File: config.mk
export PLATFORM = sky130hd
export DESIGN_NAME = prime_trial_top
export DESIGN_NICKNAME = d
export VERILOG_FILES = /design/src/rtl/prime_trial_pkg.sv /design/src/rtl/prime_square_unit.sv /design/src/rtl/prime_rem_unit.sv /design/src/rtl/prime_trial_ctrl.sv /design/src/rtl/prime_trial_dp.sv /design/src/rtl/prime_trial_top.sv
export SDC_FILE = /design/constraint.sdc
export NUM_CORES = 1
export LEC_CHECK = 0
export BUFFER_PORTS_ARGS = -buffer_cell sky130_fd_sc_hd__buf_2
export CAP_MARGIN = 20
export CORE_UTILIZATION = 61
export CTS_BUF_LIST = sky130_fd_sc_hd__clkbuf_4
export CTS_CLUSTER_SIZE = 24
export DETAILED_ROUTE_END_ITERATION = 6
export PLACE_DENSITY = 0.78
export REMOVE_ABC_BUFFERS = 1
export SYNTH_ARGS = -nofsm -noshare
export SYNTH_HDL_FRONTEND = slang
export SYNTH_SLANG_ARGS = --single-unit
File: constraint.sdc
create_clock -name clk -period 3.9 [get_ports clk]
set_input_delay 0.39 -clock clk [delete_from_list [all_inputs] [get_ports clk]]
set_output_delay 0.39 -clock clk [all_outputs]
set_load 0.005 [all_outputs]
File: src/rtl/prime_trial_pkg.sv
package prime_trial_pkg;

  // Strobes from the control FSM to the datapath
  typedef struct packed {
    logic loadNum;   // capture the number, reset candidate to 2
    logic launch;    // start square and remainder units on current candidate
    logic nextCand;  // advance candidate by one
    logic publish;   // write verdict into result register
    logic verdict;   // value written on publish
  } ctrlStrobe_t;

  // Status from the datapath back to the control FSM
  typedef struct packed {
    logic inBelowTwo;   // live input is 0 or 1
    logic unitsIdle;    // both iterative units have finished
    logic squareAbove;  // candidate squared exceeds captured number
    logic remZero;      // captured number divisible by candidate
  } dpStatus_t;

  typedef enum logic [1:0] {
    ST_IDLE   = 2'd0,
    ST_LAUNCH = 2'd1,
    ST_WAIT   = 2'd2,
    ST_FINISH = 2'd3
  } ctrlState_t;

endpackage

File: src/rtl/prime_square_unit.sv
// Shift-add squarer: opIn * opIn over OP_W iterations.
module prime_square_unit #(
  parameter int OP_W = 17
) (
  input  logic              clk,
  input  logic              rstN,
  input  logic              go,
  input  logic [OP_W-1:0]   opIn,
  output logic              running,
  output logic [2*OP_W-1:0] product
);

  localparam int PROD_W = 2 * OP_W;
  localparam int CNT_W  = $clog2(OP_W + 1);

  logic [PROD_W-1:0] mcandR;
  logic [OP_W-1:0]   mplierR;
  logic [PROD_W-1:0] accR;
  logic [CNT_W-1:0]  cntR;
  logic              runR;

  always_ff @(posedge clk or negedge rstN) begin
    if (!rstN) begin
      mcandR  <= '0;
      mplierR <= '0;
      accR    <= '0;
      cntR    <= '0;
      runR    <= 1'b0;
    end else if (go) begin
      mcandR  <= PROD_W'(opIn);
      mplierR <= opIn;
      accR    <= '0;
      cntR    <= CNT_W'(OP_W);
      runR    <= 1'b1;
    end else if (runR) begin
      if (mplierR[0]) begin
        accR <= accR + mcandR;
      end
      mcandR  <= mcandR << 1;
      mplierR <= mplierR >> 1;
      cntR    <= cntR - CNT_W'(1);
      if (cntR == CNT_W'(1)) begin
        runR <= 1'b0;
      end
    end
  end

  assign running = runR;
  assign product = accR;

endmodule

File: src/rtl/prime_rem_unit.sv
// Restoring shift-subtract divider; only the remainder is kept.
module prime_rem_unit #(
  parameter int NUM_W = 32,
  parameter int DIV_W = 17
) (
  input  logic             clk,
  input  logic             rstN,
  input  logic             go,
  input  logic [NUM_W-1:0] dividendIn,
  input  logic [DIV_W-1:0] divisorIn,
  output logic             running,
  output logic [NUM_W-1:0] remainder
);

  localparam int CNT_W = $clog2(NUM_W + 1);

  logic [NUM_W-1:0] remR;
  logic [NUM_W-1:0] shiftR;
  logic [NUM_W-1:0] divisorR;
  logic [CNT_W-1:0] cntR;
  logic             runR;

  logic [NUM_W:0] shifted;
  logic [NUM_W:0] trial;

  always_comb begin
    shifted = {remR, shiftR[NUM_W-1]};
    trial   = shifted - {1'b0, divisorR};
  end

  always_ff @(posedge clk or negedge rstN) begin
    if (!rstN) begin
      remR     <= '0;
      shiftR   <= '0;
      divisorR <= '0;
      cntR     <= '0;
      runR     <= 1'b0;
    end else if (go) begin
      remR     <= '0;
      shiftR   <= dividendIn;
      divisorR <= NUM_W'(divisorIn);
      cntR     <= CNT_W'(NUM_W);
      runR     <= 1'b1;
    end else if (runR) begin
      // negative trial: restore the shifted partial remainder
      remR   <= trial[NUM_W] ? shifted[NUM_W-1:0] : trial[NUM_W-1:0];
      shiftR <= shiftR << 1;
      cntR   <= cntR - CNT_W'(1);
      if (cntR == CNT_W'(1)) begin
        runR <= 1'b0;
      end
    end
  end

  assign running   = runR;
  assign remainder = remR;

endmodule

File: src/rtl/prime_trial_ctrl.sv
module prime_trial_ctrl
  import prime_trial_pkg::*;
(
  input  logic        clk,
  input  logic        rstN,
  input  logic        start,
  input  dpStatus_t   status,
  output ctrlStrobe_t strobe,
  output logic        busy,
  output logic        done
);

  ctrlState_t stateR;
  ctrlState_t stateNext;

  always_ff @(posedge clk or negedge rstN) begin
    if (!rstN) begin
      stateR <= ST_IDLE;
    end else begin
      stateR <= stateNext;
    end
  end

  always_comb begin
    stateNext = stateR;
    strobe    = '0;
    unique case (stateR)
      ST_IDLE: begin
        if (start) begin
          if (status.inBelowTwo) begin
            strobe.publish = 1'b1;
            strobe.verdict = 1'b0;
            stateNext      = ST_FINISH;
          end else begin
            strobe.loadNum = 1'b1;
            stateNext      = ST_LAUNCH;
          end
        end
      end
      ST_LAUNCH: begin
        strobe.launch = 1'b1;
        stateNext     = ST_WAIT;
      end
      ST_WAIT: begin
        if (status.unitsIdle) begin
          if (status.squareAbove) begin
            // square check wins over a zero remainder
            strobe.publish = 1'b1;
            strobe.verdict = 1'b1;
            stateNext      = ST_FINISH;
          end else if (status.remZero) begin
            strobe.publish = 1'b1;
            strobe.verdict = 1'b0;
            stateNext      = ST_FINISH;
          end else begin
            strobe.nextCand = 1'b1;
            stateNext       = ST_LAUNCH;
          end
        end
      end
      ST_FINISH: begin
        stateNext = ST_IDLE;
      end
      default: begin
        stateNext = ST_IDLE;
      end
    endcase
  end

  assign busy = (stateR != ST_IDLE);
  assign done = (stateR == ST_FINISH);

endmodule

File: src/rtl/prime_trial_dp.sv
module prime_trial_dp
  import prime_trial_pkg::*;
#(
  parameter int NUM_W = 32
) (
  input  logic             clk,
  input  logic             rstN,
  input  logic [NUM_W-1:0] numIn,
  input  ctrlStrobe_t      strobe,
  output dpStatus_t        status,
  output logic             isPrime
);

  localparam int CAND_W = NUM_W / 2 + 1;
  localparam int SQ_W   = 2 * CAND_W;

  logic [NUM_W-1:0]  numR;
  logic [CAND_W-1:0] candR;
  logic              resultR;

  logic              sqRunning;
  logic [SQ_W-1:0]   sqValue;
  logic              remRunning;
  logic [NUM_W-1:0]  remValue;

  always_ff @(posedge clk or negedge rstN) begin
    if (!rstN) begin
      numR    <= '0;
      candR   <= '0;
      resultR <= 1'b0;
    end else begin
      if (strobe.loadNum) begin
        numR  <= numIn;
        candR <= CAND_W'(2);
      end else if (strobe.nextCand) begin
        candR <= candR + CAND_W'(1);
      end
      if (strobe.publish) begin
        resultR <= strobe.verdict;
      end
    end
  end

  prime_square_unit #(
    .OP_W (CAND_W)
  ) u_square (
    .clk     (clk),
    .rstN    (rstN),
    .go      (strobe.launch),
    .opIn    (candR),
    .running (sqRunning),
    .product (sqValue)
  );

  prime_rem_unit #(
    .NUM_W (NUM_W),
    .DIV_W (CAND_W)
  ) u_rem (
    .clk        (clk),
    .rstN       (rstN),
    .go         (strobe.launch),
    .dividendIn (numR),
    .divisorIn  (candR),
    .running    (remRunning),
    .remainder  (remValue)
  );

  always_comb begin
    status.inBelowTwo  = (numIn < NUM_W'(2));
    status.unitsIdle   = !sqRunning && !remRunning;
    status.squareAbove = (sqValue > SQ_W'(numR));
    status.remZero     = (remValue == '0);
  end

  assign isPrime = resultR;

endmodule

File: src/rtl/prime_trial_top.sv
module prime_trial_top
  import prime_trial_pkg::*;
#(
  parameter int NUM_W = 32
) (
  input  logic             clk,
  input  logic             rstN,
  input  logic             start,
  input  logic [NUM_W-1:0] numIn,
  output logic             busy,
  output logic             done,
  output logic             isPrime
);

  ctrlStrobe_t strobeW;
  dpStatus_t   statusW;

  prime_trial_ctrl u_ctrl (
    .clk    (clk),
    .rstN   (rstN),
    .start  (start),
    .status (statusW),
    .strobe (strobeW),
    .busy   (busy),
    .done   (done)
  );

  prime_trial_dp #(
    .NUM_W (NUM_W)
  ) u_dp (
    .clk     (clk),
    .rstN    (rstN),
    .numIn   (numIn),
    .strobe  (strobeW),
    .status  (statusW),
    .isPrime (isPrime)
  );

endmodule

==> results of run 1 <==
kinds of logic after synthesis:
group | after synthesis
AND/OR/NAND/NOR | 463
adder cells (fa/ha/maj) | 89
multiplexers | 82
flip-flops | 231
buffers and inverters | 142
AO/OA/AOI/OAI | 419
XOR/XNOR | 60
final cells by class:
class | instances | area, µm² | area share (%)
multi-input cells | 1113 | 7160 | 47.8
flip-flops and latches | 231 | 5790 | 38.6
repair buffers | 89 | 708 | 4.73
clock buffers | 90 | 676 | 4.51
well taps | 275 | 344 | 2.30
inverters | 70 | 263 | 1.75
clock inverters | 9 | 35.0 | 0.234
diodes | 2 | 5.00 | 0.0334
through the flow:
step	util [%]	hold WS (ns)	area (µm²)	instances
floorplan	-	0.0944	13200	1414
global route	70.1	0.385	15000	1879
finish	70.1	0.300	15000	1879
global placement	65.2	0.456	13900	1744
detailed placement	65.2	0.468	13900	1744
CTS	70.1	0.331	15000	1877
what timing repair did:
item / 4_1_cts / 5_1_grt
endpoints found under the hold margin: 131 / 0
hold buffers: 34 / 0
setup buffers: 0 / 0
endpoints found under the setup margin: 0 / 0
power groups by stage:
stage | logic, mW | clock network [mW] | registers [mW]
6_report | 6.45 | 2.02 | 4.32
5_1_grt | 7.20 | 2.19 | 4.43
4_1_cts | 6.37 | 2.06 | 4.29
3_5_place_dp | 6.30 | 0 | 4.33
3_3_place_gp | 6.11 | 0 | 4.28
2_1_floorplan | 4.97 | 0 | 4.11
layout by cell type (no fill, tap or decap), types with 34 or more instances in the layout:
cell           count
clkbuf_4          90
xnor2_1           35
dfrtp_1          229
nand2_1          208
inv_1             70
nor2_1           107
a21oi_1          132
a21o_1            40
buf_2             36
mux2i_1           82
ha_1              87
o21ai_0          150
dlygate4sd3_1     34
worst max path at each step:
stage               slack, ns  depth (start not counted)                      from                   endpoint
finish                   0.32                          9  u_dp.u_rem.remainder[17]   u_dp.u_rem.remainder[25]
global route             0.16                          9  u_dp.u_rem.remainder[16]   u_dp.u_rem.remainder[25]
CTS                      0.34                          9  u_dp.u_rem.remainder[17]   u_dp.u_rem.remainder[25]
detailed placement       0.34                          9  u_dp.u_rem.remainder[17]   u_dp.u_rem.remainder[25]
global placement         0.41                          9  u_dp.u_rem.remainder[16]   u_dp.u_rem.remainder[24]
floorplan               -2.58                          3          u_ctrl.stateR[1]  u_dp.u_square.product[24]
state kept, by name, summed over array words and instances (netlist names), 5 cells and up:
name,cells
u_dp.u_square.mcandR,34
u_dp.u_square.product,34
u_dp.numR,32
u_dp.u_rem.remainder,32
u_dp.u_rem.shiftR,32
u_dp.candR,17
u_dp.u_rem.divisorR,17
u_dp.u_square.mplierR,17
u_dp.u_rem.cntR,6
u_dp.u_square.cntR,5
routing by layer:
layer,vias to the layer above,part of all wire [%],global-route usage [%],wire (µm)
li1,5467,-,-,-
met1,5546,47,42.5,15700
met2,329,46,47.6,15200
met3,72,4.5,5.00,1510
met4,0,2.3,9.70,771
met5,-,0,0,0
==> key figures, run 1 <==
STA
  • Setup_tns: 0 ns
  • Fin. Hold Viols: 0
  • Highest clock rate: 280 MHz
  • Worst-Margin Slew: 0.946 ns
  • Setup violations, final: 0
  • Worst rel slew slack: 36.9%
  • Min cycle time layout: 3.58 ns
  • Pins Over Slew Limit: 0
  • Clock Skews: 0.0542 ns
  • Post-route worst setup slack: 0.323 ns
  • Period utilisation layout: 91.7%
  • RSZ-0062 raised after global routing: false

Synthesis
  • Cell taking the most area after synthesis: dfrtp_1
  • Mapped cell area: 13500 µm²
  • Synth Area in Adders: 8.38%
  • Most used DFF post-synth: dfrtp_1
  • Post-Synth XOR/XNOR Area: 3.96%
  • Register area share after synthesis: 42.9%
  • Simple-gate portion of the synthesized area: 15.6%
  • Top post-synthesis cells by area: dfrtp_1 (43%), ha_1 (8.1%), mux2i_1 (6.1%)
  • Synth unique cells: 65
  • Mapped Cells: 1486
  • FF+latch count, synth: 231
  • Mux contribution to synthesized area: 6.09%
  • Largest family of logic cells by synthesized area: compound AO/OA/AOI/OAI gates
  • Syn. warnings: 0
  • Mapped Avg Cell Area: 9.06 µm²
  • Top post-synthesis cells by count: dfrtp_1 (231), nand2_1 (208), o21ai_0 (150)
  • Most common cell in the netlist: dfrtp_1
  • EDFF count, synth: 0
  • Synth Area in Compound Gates: 19.0%
  • Synth async-reset ratio: 100%
  • Synth top area share: 42.9%

Worst setup path
  • Worst Path Required: 4.53 ns
  • Critical path cell sequence: or3_1 -> or4_4 -> or3_4 -> or4_4 -> a211oi_4 -> xnor2_1 -> nand3_2 -> or4_1 -> a31oi_1
  • Crit-path max FO: 9
  • Startpoint class of the critical path: flop
  • Crit path largest cell delay: 0.53 ns
  • FF-to-FF End: u_dp.u_rem.remainder[25]
  • Critical Path AT: 4.21 ns
  • Cells on worst reg2reg path: 9
  • Worst Setup Path Type: flop to flop
  • Worst setup EP type: flop
  • Cell family with most CP delay: simple AND/OR/NAND/NOR gates
  • WP buf/inv: 0
  • Most used cell, CP: or4_4
  • R2R setup slack: 0.32 ns
  • Slowest CP cell: or4_4
  • R2r startpoint: u_dp.u_rem.remainder[17]

Placed design
  • Final GP Congestion: 0.921
  • Hpwl dp: 22100 µm
  • Post-Place Worst Slack: 0.340 ns
  • Port bufs: 37

Global routing
  • First-pass GRT wire length: 54500 µm
  • Grt ovf: 0
  • Initial antenna violation count: 2
  • Total GRT Usage: 30.2%
  • Vias in the first global route: 11100
  • Pin count of the biggest net entering global routing: 112

Floorplanning
  • Initial Util: 63.1%
  • Die H: 151 µm
  • FP Rows: 53
  • Ports: 38
  • Core Footprint: 21400 µm²
  • Die Area: 22700 µm²
  • Die Span X: 151 µm

Final layout
  • Fraction of layout cells with a size suffix above 1: 11.1%
  • Nets: 1689
  • Number of fillers in the final layout: 1692
  • Synthesis-to-finish area growth: 11.2%

CTS
  • CTS buffer count: 60
  • Clk slew on worst S/H paths: 0.07 ns
  • TritonCTS clock tree: done
  • CTS resizes: 0
  • Clock sink total: 231
  • Max Root-Sink Buffers: 3
  • H-tree level count: 2
  • Worst skew pair latency: 0.71 ns
  • Clock Tree Root: clkbuf_4

Drt
  • 1st-iter DRT viols: 783
  • WL final: 33200 µm
  • Vias: 11400
  • DRC Markers: 0
  • Drt pass-1 iters: 5
  • Antenna Nets Post-Route: 0
  • Drt wl/cell: 17.7 µm
  • Routed vias/inst: 6.07

Pwr
  • Clock share of power: 15.8%
  • Psw: 5.61 mW
  • Overall Power: 12.8 mW
  • Maximum vdd drop: 483 µV
  • Share of total power in sequential cells: 33.7%
  • Comb pwr share: 50.4%
  • Sw Ratio: 43.9%
  • Int Pwr: 7.18 mW
  • Power Dens Cells: 854 nW/µm²
  • Leak Pwr: 7.37 nW

Job
  • Maxcap violations: 0

Run status
  • Status: complete, no violations

Hold path
  • Worst hold-check path type: input pin to asynchronous set/reset pin
Note: power is estimated with default switching activity, not from simulation.
==> run 2, diff against run 1 <==
--- a/config.mk
+++ b/config.mk
@@ -7,11 +7,11 @@
 export LEC_CHECK = 0
 export BUFFER_PORTS_ARGS = -buffer_cell sky130_fd_sc_hd__buf_2
 export CAP_MARGIN = 20
-export CORE_UTILIZATION = 61
+export CORE_UTILIZATION = 60
 export CTS_BUF_LIST = sky130_fd_sc_hd__clkbuf_4
 export CTS_CLUSTER_SIZE = 24
 export DETAILED_ROUTE_END_ITERATION = 6
-export PLACE_DENSITY = 0.78
+export PLACE_DENSITY = 0.77
 export REMOVE_ABC_BUFFERS = 1
 export SYNTH_ARGS = -nofsm -noshare
 export SYNTH_HDL_FRONTEND = slang
==> run 2 against run 1 <==
Net effect:
- fmax fell by 2.9%
- final cell count rose by 1.2%
- sequential share of layout area shrank 0.25 points
- clock-buffer cell count grew 5
- highest routed layer unchanged
==> key figures, run 2 (synthesized netlist as in run 1, its figures left out) <==
CTS
  • CTS resizes: 0 (unchanged)
  • Clock sink total: 231 (unchanged)
  • Worst skew pair latency: 0.68 ns (was 0.71 ns)
  • TritonCTS clock tree: done (unchanged)
  • H-tree level count: 3 (was 2)
  • # Post-CTS Setup Buffers: 0 (unchanged)
  • CTS buffer count: 66 (was 60)
  • Hold-fix buffers, CTS: 32 (was 34)
  • Clock Tree Root: clkbuf_4 (unchanged)
  • Clk slew on worst S/H paths: 0.06 ns (was 0.07 ns)
  • Max Root-Sink Buffers: 3 (unchanged)

STA
  • Pins Over Slew Limit: 0 (unchanged)
  • Fin. Hold Viols: 0 (unchanged)
  • Setup_tns: 0 ns (unchanged)
  • Min Hold Slack: 0.0539 ns (was 0.300 ns)
  • Highest clock rate: 272 MHz (was 280 MHz)
  • Post-route worst setup slack: 0.217 ns (was 0.323 ns)
  • Period utilisation layout: 94.4% (was 91.7%)
  • Worst-Margin Slew: 0.905 ns (was 0.946 ns)
  • RSZ-0062 raised after global routing: false (unchanged)
  • Clock Skews: 0.0449 ns (was 0.0542 ns)
  • Worst rel slew slack: 39.7% (was 36.9%)
  • Min cycle time layout: 3.68 ns (was 3.58 ns)
  • Setup violations, final: 0 (unchanged)

Drt
  • Drt wl/cell: 17.5 µm (was 17.7 µm)
  • WL final: 33300 µm (was 33200 µm)
  • Routed vias/inst: 6.04 (was 6.07)
  • DRC Markers: 0 (unchanged)
  • Antenna Nets Post-Route: 0 (unchanged)
  • 1st-iter DRT viols: 792 (was 783)
  • Drt pass-1 iters: 7 (was 5)
  • Vias: 11500 (was 11400)

Pwr
  • Share of total power in sequential cells: 32.6% (was 33.7%)
  • Power Dens Cells: 866 nW/µm² (was 854 nW/µm²)
  • Int Pwr: 7.33 mW (was 7.18 mW)
  • Maximum vdd drop: 490 µV (was 483 µV)
  • Comb pwr share: 50.1% (was 50.4%)
  • Clock share of power: 17.2% (was 15.8%)
  • Leak Pwr: 7.43 nW (was 7.37 nW)
  • Sw Ratio: 43.9% (about the same)
  • Psw: 5.73 mW (was 5.61 mW)

Floorplanning
  • Die H: 152 µm (was 151 µm)
  • Ports: 38 (unchanged)
  • Die Span X: 152 µm (was 151 µm)
  • Core Footprint: 21900 µm² (was 21400 µm²)
  • Die Area: 23000 µm² (was 22700 µm²)
  • FP Rows: 54 (was 53)
  • Initial Util: 61.5% (was 63.1%)

Final layout
  • Leading cell type in the layout, fill and taps excluded: dfrtp_1 (unchanged)
  • Synthesis-to-finish area growth: 11.9% (was 11.2%)
  • Fraction of layout cells with a size suffix above 1: 11.8% (was 11.1%)
  • Commonest cells after routing, fill and taps aside: dfrtp_1 (229), nand2_1 (208), o21ai_0 (150) (unchanged)
  • Post-Layout Cell Count: 1901 (was 1879)
  • Nets: 1697 (was 1689)
  • Number of fillers in the final layout: 1789 (was 1692)

Global routing
  • Grt ovf: 0 (unchanged)
  • Pin count of the biggest net entering global routing: 95 (was 112)
  • Vias in the first global route: 11300 (was 11100)
  • Initial antenna violation count: 4 (was 2)
  • Total GRT Usage: 29.4% (was 30.2%)
  • First-pass GRT wire length: 55800 µm (was 54500 µm)

Worst setup path
  • Slowest CP cell: or4_4 (unchanged)
  • Cells on worst reg2reg path: 10 (was 9)
  • Worst Setup Path Type: flop to flop (unchanged)
  • Critical path cell sequence: or3_1 -> or4_4 -> or3_4 -> or4_4 -> a211oi_4 -> xor2_2 -> buf_4 -> nor2_1 -> a21oi_1 -> a211oi_2 (was or3_1 -> or4_4 -> or3_4 -> or4_4 -> a211oi_4 -> xnor2_1 -> nand3_2 -> or4_1 -> a31oi_1)
  • Worst setup EP type: flop (unchanged)
  • R2r startpoint: u_dp.u_rem.remainder[18] (was u_dp.u_rem.remainder[17])
  • Worst Setup SP: u_dp.u_rem.remainder[18] (was u_dp.u_rem.remainder[17])
  • Startpoint class of the critical path: flop (unchanged)
  • Crit path largest cell delay: 0.53 ns (about the same)
  • Critical Path AT: 4.21 ns (about the same)
  • FF-to-FF End: u_dp.u_rem.remainder[0] (was u_dp.u_rem.remainder[25])
  • Crit-path max FO: 14 (was 9)
  • R2R setup slack: 0.22 ns (was 0.32 ns)
  • Worst Path Required: 4.43 ns (was 4.53 ns)
  • Most used cell, CP: or4_4 (unchanged)

Placed design
  • Cell Count Post-Placement: 1753 (was 1744)
  • Port bufs: 37 (unchanged)
  • Final GP Congestion: 0.882 (was 0.921)
  • Post-Place Worst Slack: 0.249 ns (was 0.340 ns)
  • Hpwl dp: 22400 µm (was 22100 µm)

Hold path
  • Worst hold-check path type: input pin to flop (was input pin to asynchronous set/reset pin)
  • Worst Hold Depth: 3
  • Hold Startpoint: numIn[16]
  • Hold Crit Endpoint: u_dp.numR[16]

Job
  • Maxcap violations: 0 (unchanged)

Run status
  • Status: complete, no violations (unchanged)
## run 2: how the worst max path moves through the flow
stage	end	slack [ns]	depth (start not counted)
2_1_floorplan	u_dp.u_square.product[24]	-2.58	3
5_1_grt	u_dp.u_rem.remainder[0]	0.04	10
3_5_place_dp	u_dp.u_rem.remainder[0]	0.25	10
4_1_cts	u_dp.u_rem.remainder[0]	0.24	10
6_report	u_dp.u_rem.remainder[0]	0.22	10
3_3_place_gp	u_dp.u_rem.remainder[1]	0.35	10
## run 2: power groups by stage
stage | registers (mW) | clock network [mW] | logic [mW]
floorplan | 4.11 | 0 | 4.97
global placement | 4.24 | 0 | 6.20
detailed placement | 4.27 | 0 | 6.41
CTS | 4.24 | 2.29 | 6.48
global route | 4.37 | 2.42 | 7.34
finish | 4.26 | 2.25 | 6.54
## run 2: stage by stage
step	instance area [µm²]	utilization, %	power, mW
after floorplan	13200	-	9.08
after global placement	13900	63.6	10.4
after detailed placement	13900	63.6	10.7
after CTS	15100	68.8	13.0
after global routing	15100	68.9	14.1
final	15100	68.9	13.1
## run 2: layout make-up
type	count	area, µm²	share of cell area (%)
Clock buffer	95	713	4.73
Inverter	70	263	1.74
Antenna cell	3	7.51	0.0498
Clock inverter	18	100	0.664
Sequential cell	231	5790	38.4
Timing Repair Buffer	91	693	4.60
Multi-Input combinational cell	1113	7160	47.5
Tap cell	280	350	2.32
## run 2: per-layer routing
metal	part of all wire, %	vias to the layer above	global-route usage [%]
li1	-	5484	-
met1	46	5513	41.1
met2	45	409	44.5
met3	6.0	78	6.27
met4	3.5	0	12.4
met5	0	-	0
## run 2: worst max-delay path: cells and delay by family (launching register included)
family / cells / cell delay (ns)
flip-flops: 1 / 0.40
AND/OR/NAND/NOR: 5 / 1.89
XOR/XNOR: 1 / 0.44
buffers and inverters: 1 / 0.29
AO/OA/AOI/OAI: 3 / 0.49
